`src/rtl/pmc_pkg.sv`:
```
package pmc_pkg;
   localparam int WORD_W  = 64;
   localparam int ADDR_W  = 8;
   localparam int RUN_BIT = 63;
   localparam int PEER_W  = 4;

   localparam logic [ADDR_W-1:0] A_RUN_EN = 8'h00;
   localparam logic [ADDR_W-1:0] A_OVF    = 8'h01;
   localparam logic [ADDR_W-1:0] A_IRQ_EN = 8'h02;
   localparam logic [1:0]        BANK_REGION = 2'b01;

   typedef enum logic [1:0] {
      SUB_COUNT  = 2'd0,
      SUB_SELECT = 2'd1,
      SUB_LINK   = 2'd2,
      SUB_NONE   = 2'd3
   } sub_e;

   typedef struct packed {
      logic [PEER_W-1:0] peer;
      logic              stop_on_ovf;
      logic              start_on_ovf;
      logic              stop_on_trig;
      logic              start_on_trig;
   } link_t;

   function automatic link_t link_from_word(input logic [WORD_W-1:0] w);
      link_t l;
      l.start_on_trig = w[0];
      l.stop_on_trig  = w[1];
      l.start_on_ovf  = w[2];
      l.stop_on_ovf   = w[3];
      l.peer          = w[11:8];
      return l;
   endfunction

   function automatic logic [WORD_W-1:0] link_to_word(input link_t l);
      logic [WORD_W-1:0] w;
      w       = '0;
      w[0]    = l.start_on_trig;
      w[1]    = l.stop_on_trig;
      w[2]    = l.start_on_ovf;
      w[3]    = l.stop_on_ovf;
      w[11:8] = l.peer;
      return w;
   endfunction
endpackage

```
`src/rtl/pmc_addr_dec.sv`:
```
module pmc_addr_dec
   import pmc_pkg::*;
#(
   parameter int NUM_CTR = 4
) (
   input  logic [ADDR_W-1:0] addr,
   input  logic              wr,
   output logic              run_en_we,
   output logic              ovf_we,
   output logic              irq_en_we,
   output logic [NUM_CTR-1:0] cnt_we,
   output logic [NUM_CTR-1:0] sel_we,
   output logic [NUM_CTR-1:0] lnk_we,
   output logic              in_bank,
   output logic [3:0]        slot,
   output sub_e              sub
);
   localparam logic [4:0] NUM_C5 = 5'(NUM_CTR);

   assign slot    = addr[5:2];
   assign sub     = sub_e'(addr[1:0]);
   assign in_bank = (addr[7:6] == BANK_REGION) && ({1'b0, slot} < NUM_C5);

   assign run_en_we = wr && (addr == A_RUN_EN);
   assign ovf_we    = wr && (addr == A_OVF);
   assign irq_en_we = wr && (addr == A_IRQ_EN);

   for (genvar i = 0; i < NUM_CTR; i++) begin : g_slot
      logic hit;
      assign hit       = wr && in_bank && (slot == 4'(i));
      assign cnt_we[i] = hit && (sub == SUB_COUNT);
      assign sel_we[i] = hit && (sub == SUB_SELECT);
      assign lnk_we[i] = hit && (sub == SUB_LINK);
   end
endmodule

```
`src/rtl/pmc_counter.sv`:
```
module pmc_counter #(
   parameter int CTR_W = 64,
   parameter int INC_W = 4
) (
   input  logic             clk,
   input  logic             rst_n,
   input  logic             run,
   input  logic             sw_wr,
   input  logic [CTR_W-1:0] sw_val,
   input  logic [INC_W-1:0] inc,
   output logic [CTR_W-1:0] value,
   output logic             ovf_pulse
);
   logic [CTR_W-1:0] sum;

   if (INC_W == 1) begin : g_unit
      assign sum = value + {{(CTR_W-1){1'b0}}, inc[0]};
   end else begin : g_multi
      assign sum = value + {{(CTR_W-INC_W){1'b0}}, inc};
   end

   assign ovf_pulse = run && !sw_wr && !value[CTR_W-1] && sum[CTR_W-1];

   always_ff @(posedge clk) begin
      if (!rst_n)      value <= '0;
      else if (sw_wr)  value <= sw_val;
      else if (run)    value <= sum;
   end

   AST_CTR_HOLD: assert property (@(posedge clk) disable iff (!rst_n)
      (!run && !sw_wr) |=> $stable(value));
   AST_CTR_SW_LOAD: assert property (@(posedge clk) disable iff (!rst_n)
      sw_wr |=> (value == $past(sw_val)));
   AST_OVF_TOP_SET: assert property (@(posedge clk) disable iff (!rst_n)
      ovf_pulse |=> value[CTR_W-1]);
   AST_OVF_FROM_LOW: assert property (@(posedge clk) disable iff (!rst_n)
      ovf_pulse |-> !value[CTR_W-1]);
endmodule

```
`src/rtl/pmc_run_ctl.sv`:
```
module pmc_run_ctl
   import pmc_pkg::*;
#(
   parameter int NUM_CTR = 4
) (
   input  logic               clk,
   input  logic               rst_n,
   input  logic               sel_we,
   input  logic               lnk_we,
   input  logic [WORD_W-1:0]  wdata,
   input  logic               trig_start,
   input  logic               trig_stop,
   input  logic [NUM_CTR-1:0] peer_ovf,
   output logic [WORD_W-1:0]  sel_word,
   output logic [WORD_W-1:0]  lnk_word,
   output logic               active
);
   link_t             lnk_q;
   logic [RUN_BIT-1:0] body_q;
   logic              act_q;
   logic              peer_hit;
   logic              start_req;
   logic              stop_req;

   always_comb begin
      peer_hit = 1'b0;
      for (int k = 0; k < NUM_CTR; k++) begin
         if (lnk_q.peer == PEER_W'(k)) peer_hit = peer_ovf[k];
      end
   end

   assign start_req = (lnk_q.start_on_trig && trig_start) || (lnk_q.start_on_ovf && peer_hit);
   assign stop_req  = (lnk_q.stop_on_trig  && trig_stop)  || (lnk_q.stop_on_ovf  && peer_hit);

   always_ff @(posedge clk) begin
      if (!rst_n) begin
         act_q  <= 1'b0;
         body_q <= '0;
      end else if (sel_we) begin
         act_q  <= wdata[RUN_BIT];
         body_q <= wdata[RUN_BIT-1:0];
      end else if (stop_req) begin
         act_q  <= 1'b0;
      end else if (start_req) begin
         act_q  <= 1'b1;
      end
   end

   always_ff @(posedge clk) begin
      if (!rst_n)      lnk_q <= '0;
      else if (lnk_we) lnk_q <= link_from_word(wdata);
   end

   assign sel_word = {act_q, body_q};
   assign lnk_word = link_to_word(lnk_q);
   assign active   = act_q;

   AST_SW_SEL_WINS: assert property (@(posedge clk) disable iff (!rst_n)
      sel_we |=> (active == $past(wdata[RUN_BIT])));
   AST_TRIG_STOP: assert property (@(posedge clk) disable iff (!rst_n)
      (!sel_we && lnk_q.stop_on_trig && trig_stop) |=> !active);
   AST_PEER_START: assert property (@(posedge clk) disable iff (!rst_n)
      (!sel_we && !stop_req && lnk_q.start_on_ovf && peer_hit) |=> active);
   AST_RUN_HOLD: assert property (@(posedge clk) disable iff (!rst_n)
      (!sel_we && !start_req && !stop_req) |=> $stable(active));
endmodule

```
`src/rtl/pmc_bank.sv`:
```
module pmc_bank
   import pmc_pkg::*;
#(
   parameter int NUM_CTR = 4,
   parameter int CTR_W   = 64,
   parameter int INC_W   = 4
) (
   input  logic                     clk,
   input  logic                     rst_n,
   input  logic [7:0]               reg_addr,
   input  logic                     reg_wr,
   input  logic [63:0]              reg_wdata,
   output logic [63:0]              reg_rdata,
   input  logic [NUM_CTR*INC_W-1:0] evt_inc,
   input  logic                     trig_start,
   input  logic                     trig_stop,
   output logic                     irq
);
   if (NUM_CTR < 2 || NUM_CTR > 16) begin : g_bad_num
      $error("pmc_bank: NUM_CTR must lie in 2..16");
   end
   if (CTR_W < 8 || CTR_W > WORD_W) begin : g_bad_width
      $error("pmc_bank: CTR_W must lie in 8..64");
   end
   if (INC_W < 1 || INC_W >= CTR_W) begin : g_bad_inc
      $error("pmc_bank: INC_W must lie in 1..CTR_W-1");
   end

   logic               run_en_we, ovf_we, irq_en_we, in_bank;
   logic [NUM_CTR-1:0] cnt_we, sel_we, lnk_we;
   logic [3:0]         slot;
   sub_e               sub;

   logic [NUM_CTR-1:0] run_en_q, ovf_q, irq_en_q;
   logic [NUM_CTR-1:0] ovf_pulse, active, run;
   logic [NUM_CTR-1:0] ovf_clr;
   logic [CTR_W-1:0]   cnt_val  [NUM_CTR];
   logic [WORD_W-1:0]  sel_word [NUM_CTR];
   logic [WORD_W-1:0]  lnk_word [NUM_CTR];

   pmc_addr_dec #(.NUM_CTR(NUM_CTR)) u_dec (
      .addr      (reg_addr),
      .wr        (reg_wr),
      .run_en_we (run_en_we),
      .ovf_we    (ovf_we),
      .irq_en_we (irq_en_we),
      .cnt_we    (cnt_we),
      .sel_we    (sel_we),
      .lnk_we    (lnk_we),
      .in_bank   (in_bank),
      .slot      (slot),
      .sub       (sub)
   );

   for (genvar i = 0; i < NUM_CTR; i++) begin : g_ctr
      assign run[i] = run_en_q[i] && active[i];

      pmc_counter #(.CTR_W(CTR_W), .INC_W(INC_W)) u_cnt (
         .clk       (clk),
         .rst_n     (rst_n),
         .run       (run[i]),
         .sw_wr     (cnt_we[i]),
         .sw_val    (reg_wdata[CTR_W-1:0]),
         .inc       (evt_inc[i*INC_W +: INC_W]),
         .value     (cnt_val[i]),
         .ovf_pulse (ovf_pulse[i])
      );

      pmc_run_ctl #(.NUM_CTR(NUM_CTR)) u_run (
         .clk        (clk),
         .rst_n      (rst_n),
         .sel_we     (sel_we[i]),
         .lnk_we     (lnk_we[i]),
         .wdata      (reg_wdata),
         .trig_start (trig_start),
         .trig_stop  (trig_stop),
         .peer_ovf   (ovf_pulse),
         .sel_word   (sel_word[i]),
         .lnk_word   (lnk_word[i]),
         .active     (active[i])
      );

      AST_OVF_STICKY: assert property (@(posedge clk) disable iff (!rst_n)
         (ovf_q[i] && !ovf_clr[i]) |=> ovf_q[i]);
      AST_OVF_SET_WINS: assert property (@(posedge clk) disable iff (!rst_n)
         ovf_pulse[i] |=> ovf_q[i]);
      AST_IRQ_RAISE: assert property (@(posedge clk) disable iff (!rst_n)
         (ovf_pulse[i] && irq_en_q[i] && !irq_en_we) |=> irq);
   end

   assign ovf_clr = ovf_we ? reg_wdata[NUM_CTR-1:0] : '0;

   always_ff @(posedge clk) begin
      if (!rst_n) begin
         run_en_q <= '0;
         irq_en_q <= '0;
         ovf_q    <= '0;
      end else begin
         if (run_en_we) run_en_q <= reg_wdata[NUM_CTR-1:0];
         if (irq_en_we) irq_en_q <= reg_wdata[NUM_CTR-1:0];
         ovf_q <= (ovf_q & ~ovf_clr) | ovf_pulse;
      end
   end

   assign irq = |(ovf_q & irq_en_q);

   always_comb begin
      reg_rdata = '0;
      if (reg_addr == A_RUN_EN) begin
         reg_rdata[NUM_CTR-1:0] = run_en_q;
      end else if (reg_addr == A_OVF) begin
         reg_rdata[NUM_CTR-1:0] = ovf_q;
      end else if (reg_addr == A_IRQ_EN) begin
         reg_rdata[NUM_CTR-1:0] = irq_en_q;
      end else if (in_bank) begin
         for (int k = 0; k < NUM_CTR; k++) begin
            if (slot == 4'(k)) begin
               case (sub)
                  SUB_COUNT:  reg_rdata[CTR_W-1:0] = cnt_val[k];
                  SUB_SELECT: reg_rdata = sel_word[k];
                  SUB_LINK:   reg_rdata = lnk_word[k];
                  default:    reg_rdata = '0;
               endcase
            end
         end
      end
   end

   AST_FROZEN_NO_OVF: assert property (@(posedge clk) disable iff (!rst_n)
      (run_en_q == '0) |-> (ovf_pulse == '0));
endmodule

```
`config.mk`:
```
export PLATFORM = sky130hd
export DESIGN_NAME = pmc_bank
export DESIGN_NICKNAME = d
export VERILOG_FILES = /design/src/rtl/pmc_pkg.sv /design/src/rtl/pmc_addr_dec.sv /design/src/rtl/pmc_counter.sv /design/src/rtl/pmc_run_ctl.sv /design/src/rtl/pmc_bank.sv
export SDC_FILE = /design/constraint.sdc
export NUM_CORES = 2
export LEC_CHECK = 0
export BUFFER_PORTS_ARGS = -buffer_cell sky130_fd_sc_hd__clkbuf_2
export CAP_MARGIN = 20
export CORE_UTILIZATION = 25
export CTS_CLUSTER_DIAMETER = 150
export DETAILED_ROUTE_END_ITERATION = 12
export PLACE_DENSITY = 0.46
export SYNTH_ARGS = -nofsm -noshare
export SYNTH_HDL_FRONTEND = slang
export SYNTH_SLANG_ARGS = --single-unit
```
`constraint.sdc`:
```
create_clock -name clk -period 7.5 [get_ports clk]
set_input_delay 0.375 -clock clk [delete_from_list [all_inputs] [get_ports clk]]
set_output_delay 0.375 -clock clk [all_outputs]
set_load 0.01 [all_outputs]
```
Word level (Yosys, flattened, before mapping)
Index checks and enable logic that the tools add are counted.
Word-level totals
  input port bits: 93
  ROM bits: 0
  logic and storage cells: 201
  bits in writable memories: 0
  bits in registers: 556
  memories kept: 0
  output and inout bits: 65
  bits in latches: 0
Cells by class
  reductions and logical operators: 85
  $add $sub $neg: 4
  shifts and indexed selects: 0
  multiply operators: 0
  order comparisons: 1
  mux-type cells: 52
  div/mod/pow operators: 0
  equal/unequal tests: 20
  bitwise logic cells: 4
Operators by type and width (number)
  $mux 64: 13
  $pmux 64 s3: 4
  $add 64x4->64: 4
  $mux 60: 3
  $logic_and 1x1->1: 53
  $eq 4x2->1 const B: 10
  $mux 1: 28
  $eq 4x1->1 const B: 5
  $logic_not 4->1: 5
  $mux 4: 4
  $reduce_bool 3->1: 4
  $and 4x4->4: 2
  $eq 8x1->1 const B: 1
  $eq 8x2->1 const B: 1
  $logic_not 1->1: 8
  $logic_not 8->1: 1
  $logic_or 1x1->1: 8
  $reduce_bool 2->1: 4
  $eq 2x1->1 const B: 2
  $lt 4x3->1 const B: 1
  $not 4->4: 1
  $or 4x4->4: 1
  $reduce_or 4->1: 1
  $eq 2x2->1 const B: 1
  $logic_not 2->1: 1

Logic depth before layout (Yosys ltp)
  depth in word-level cells: 18
  depth in mapped cells: 11
  mapped depth without buffers: 10

Cells and area by module
Synthesis repeated with hierarchy kept, for this count alone.
Second synthesis, totals
  cells, all modules: 4423
  area, all modules: 36705.2 um^2
Modules (own cells, without submodules)
  pmc_counter: cells each 489, area each 3848.7 um^2, times used 4, seq. area each 1281.2 um^2
  pmc_run_ctl: cells each 302, area each 3203.1 um^2, times used 4, seq. area each 1441.4 um^2
  pmc_bank: cells each 1226, area each 8279.2 um^2, times used 1, seq. area each 240.2 um^2
  pmc_addr_dec: cells each 33, area each 219.0 um^2, times used 1, seq. area each 0.0 um^2

Worst setup path before layout
Ideal clock, no wire load.
  path type: input to output
  from: input reg_addr[4]
  to: output reg_rdata[12]
  setup slack: 4.704 ns
  cell stages on the path: 9
  arrival: 2.421 ns
  path buffers: 4
  data required time: 7.125 ns
  cells stage by stage: clkbuf_1 > or4b_2 > clkbuf_1 > or2_2 > clkbuf_1 > buf_1 > o22ai_1 > a22oi_1 > nor2_1
On the way
  cells in the longest elaborated chain, start to end: 9
  elaborated cells on any way between the ends: 17
  classes of those cells: order compare (1); eq/ne (5); mux (8); reduce/logical (3)
RTL lines
  start: declaration: RTL line pmc_bank.sv:10  | input logic [7:0] reg_addr,
  $logic_not 4->1: RTL line pmc_bank.sv:117  | if (slot == 4'(k)) begin
  $mux 64 (4 in a row): RTL line pmc_bank.sv:117
  $mux 64: RTL line pmc_bank.sv:115  | end else if (in_bank) begin
  $mux 60: RTL line pmc_bank.sv:113  | end else if (reg_addr == A_IRQ_EN) begin
  $mux 60: RTL line pmc_bank.sv:111  | end else if (reg_addr == A_OVF) begin
  $mux 60 *: RTL line pmc_bank.sv:109  | if (reg_addr == A_RUN_EN) begin
  end: declaration: RTL line pmc_bank.sv:13  | output logic [63:0] reg_rdata,
Mark *: on every way between the ends. The rest lies on a longest branch, timed or not.

Worst setup path after layout
  from: input reg_addr[2]
  to: output reg_rdata[28]
Same word-level chain as after synthesis.

==> metrics.md <==
| Metric | Value |
|---|---|
| FF-to-FF Start | g_ctr[2].u_cnt.value[4]$_SDFFE_PN0P_ |
| Period utilization | around 54% |
| Setup TNS Final | 0 ps |
| Setup violators final | 0 |
| # nets final | approximately 3800 |
| Slowest Stage Delay on Critical Path | roughly 820 ps |
| Slew headroom | approximately 16% |
| Fin. Hold Viols | 0 |
| Clock network power share | between 50% and 60% |
| Mapped Avg Cell Area | between 8 and 9 um^2 |
| Met2 wire length | between 50000 and 60000 um |
| Cell area after layout | about 34000 um^2 |
| Num CTS Buffers | 69 |
| Slowest CP cell | or4b_2 |
| Setup CP Type | primary input to primary output |
| Layout Skew | between 30 and 40 ps |
| Hold path depth | 3 |
| Worst IR Drop VDD | between 0.1 and 0.15 mV |
| Switching Share | 24.25% |
| Worst path arrival time | 3650 ps |
| Hold Crit Class | primary input to flop |
| CTS Root Cell | clkbuf_16 |
| Sw Pwr | approximately 1.6 mW |
| Top post-synthesis cells by area | dfxtp_1 38%, nand2_1 8.4%, mux2i_1 6.8% |
| DR top layer | met5 |
| Reg clk slew, reported paths | ~60 ps |
| CTS sink count | roughly 560 |
| Internal power | 5.097 mW |
| Vias after detailed routing | 27370 |
| Vias in the first global route | ~26000 |
| Synth Cell Area | 29670 um^2 |
| Comb pwr share | approximately 4.6% |
| Area grow syn2layout | 14.48% |
| Metal3 WL | between 6000 and 7000 um |
| Crit. End Element | primary output |
| Final slew viol count | 0 |
| Max-cap violation count | 0 |
| Die Width | 346.5 um |
| RSZ-0062 raised after global routing | no |
| Flops & latches, synth | between 500 and 600 |
| Minimum clock period | 4024 ps |
| Seq/Total Area, Yosys | a little under two fifths |
| FF-to-FF End | g_ctr[2].u_cnt.value[51]$_SDFFE_PN0P_ |
| H-tree levels | 3 |
| Lkg Pwr | around 11 nW |
| Clock buffer depth | 3 |
| Top-area cell type share of the netlist area | a little under two fifths |
| Async SR Flop Fraction | 0% |
| Sequential fraction of design power | 43.9% |
| Largest net degree at the start of global routing | 175 |
| Area leader, netlist | dfxtp_1 |
| Synth cell types | 70 |
| Die area | 120100 um^2 |
| Synth Net Count | 3816 |
| Most frequent cells in the layout | 656 x nand2_1, 556 x dfxtp_1, 385 x a21oi_1, 344 x nor2_1, 203 x mux2i_1 |
| Most common cell after layout, fill and taps aside | nand2_1 |
| Routed WL per cell | 22.83 um |
| Layout cells sized above 1 | 11.01% |
| CP max FO | 36 |
| Total gr overflow | 0 |
| Residual DRC | 0 |
| Worst path bufs/invs | 3 |
| Fmax | roughly 250 MHz |
| GRT Total Usage | around a fifth |
| Antenna cell count | 0 |
| Non-Filler Instances | ~5300 |
| Clk_lat worst skew | about 630 ps |
| R2R Setup Slk | ~3700 ps |
| Initial DRC Count | 2212 |
| Predominant post-synthesis flop cell | dfxtp_1 |
| CORE AREA | about 120000 um^2 |
| TritonCTS clock tree | built |
| Final ANT Viol Nets | 0 |
| Worst setup SP type | primary input |
| Synth Warn # | 0 |
| EDFF count, synth | 0 |
| Worst-path cell chain | buf_4 -> or4b_2 -> or2_2 -> buf_4 -> o22ai_1 -> a22oi_1 -> nor2_1 -> clkbuf_2 |
| CP Depth | 8 |
| Setup repair bufs after CTS | 0 |
| Cell area power density | around 200 nW/um^2 |
| Reg2Reg Depth | 7 |
| Total power | around 6.7 mW |
| DP HPWL | 81360 um |
| Hold Crit Start | reg_wdata[51] |
| Placed cell count | approximately 5100 |
| Slew @ Worst Pin | between 1000 and 1500 ps |
| Hold worst-path end | g_ctr[1].u_run.body_q[51]$_SDFFE_PN0P_ |
| Post-Syn Instances | 3703 |
| Port Buffers | roughly 160 |
| Dpl cell area | between 30000 and 40000 um^2 |
| Die Y | around 350 um |
| Via density per instance | roughly 5.2 |
| Drt pass-1 iters | 5 |
| Io pins | between 150 and 200 |
| CP required | between 7000 and 8000 ps |
| Top delay family on crit path | simple AND/OR/NAND/NOR gates |
| Met1 wire length | between 50000 and 60000 um |
| Routability cong. | ~0.88 |
| Post-CTS Hold Buffers | 0 |
| Initial antenna violation count | 8 |
| Global-route wire length before repair | 177800 um |
| Crit path top cell by count | buf_4 |
| PostCTS Resize Cnt | 0 |
| Initial core utilization | between 20% and 30% |
| Total Wirelength | ~120000 um |
| Num rows | about 130 |
| Status | complete, no violations |
flip-flops by register name, summed over array words and instances, names as in the netlist:
| name | count |
|---|---|
| g_ctr.u_cnt.value | 256 |
| g_ctr.u_run.active | 4 |
| g_ctr.u_run.body_q | 252 |
| g_ctr.u_run.lnk_word | 32 |
| irq_en_q | 4 |
| ovf_q | 4 |
| run_en_q | 4 |
area by class of cell:
| cell class | instances | area, um^2 |
|---|---|---|
| tap | 1536 | 1922 |
| multi-input combinational | 2799 | 17240 |
| sequential | 556 | 11130 |
| timing repair buffer | 209 | 1219 |
| fill | 12710 | 83960 |
| clock inverter | 16 | 230.2 |
| inverter | 41 | 161.4 |
| clock buffer | 104 | 2062 |
cell usage after synthesis, types with 45 or more instances:
library cell,instances
a211oi_1,140
a21oi_1,385
a22oi_1,55
buf_2,58
clkbuf_1,225
dfxtp_1,556
mux2i_1,203
mux4_2,54
nand2_1,663
nand3_1,77
nand4_1,72
nor2_1,348
nor3_1,45
o21ai_0,169
o22ai_1,60
xnor2_1,100
xor2_1,121
how the worst max path moves through the flow:
| stage | from | to |
|---|---|---|
| finish | reg_addr[2] | reg_rdata[28] |
| global route | reg_addr[2] | reg_rdata[36] |
| CTS | reg_addr[2] | reg_rdata[29] |
| detailed placement | reg_addr[5] | g_ctr[3].u_run.active$_SDFFE_PN0P_ |
| global placement | reg_addr[5] | g_ctr[2].u_run.body_q[53]$_SDFFE_PN0P_ |
| floorplan | reg_addr[4] | reg_rdata[12] |
tightest hold or removal path, delay by kind of cell:
family | cells | cell delay, ps
AOI/OAI and AO/OA | 1 | 50
buffers and inverters | 1 | 170
and+or+nand+nor | 1 | 90
power groups by stage:
stage | Combinational [mW] | Sequential, mW | Clock [mW]
6_report | 0.310 | 2.96 | 3.46
5_1_grt | 0.327 | 2.96 | 3.65
4_1_cts | 0.310 | 2.96 | 3.54
3_5_place_dp | 0.310 | 3.02 | 0
3_3_place_gp | 0.310 | 3.02 | 0
2_1_floorplan | 0.177 | 3.02 | 0
routing by layer:
| layer | up-vias | global-route usage, % |
|---|---|---|
| met5 | - | 0 |
| li1 | 13080 | - |
| met1 | 13410 | 26.63 |
| met4 | 8 | 4.816 |
| met2 | 743 | 31.95 |
| met3 | 137 | 2.686 |
kinds of logic after synthesis:
| group | after synthesis | synth area share, % |
|---|---|---|
| AND/OR/NAND/NOR | 1417 | 21.67 |
| AO/OA/AOI/OAI | 884 | 17.72 |
| flip-flops | 556 | 37.52 |
| buffers and inverters | 348 | 4.677 |
| multiplexers | 257 | 10.95 |
| XOR/XNOR | 221 | 6.524 |
| adder cells (fa/ha/maj) | 20 | 0.9447 |
per-stage QoR:
stage | setup WS [ps] | hold WS, ps | util [%]
after floorplan | 4704 | 433.1 | -
after detailed placement | 3304 | 443.1 | 26.83
after global routing | 3337 | 105.3 | 28.80
final | 3476 | 116.8 | 28.80
after global placement | 2968 | 439.3 | 26.83
after CTS | 3458 | 81.06 | 28.78
Power figures use the tool's default switching activity.
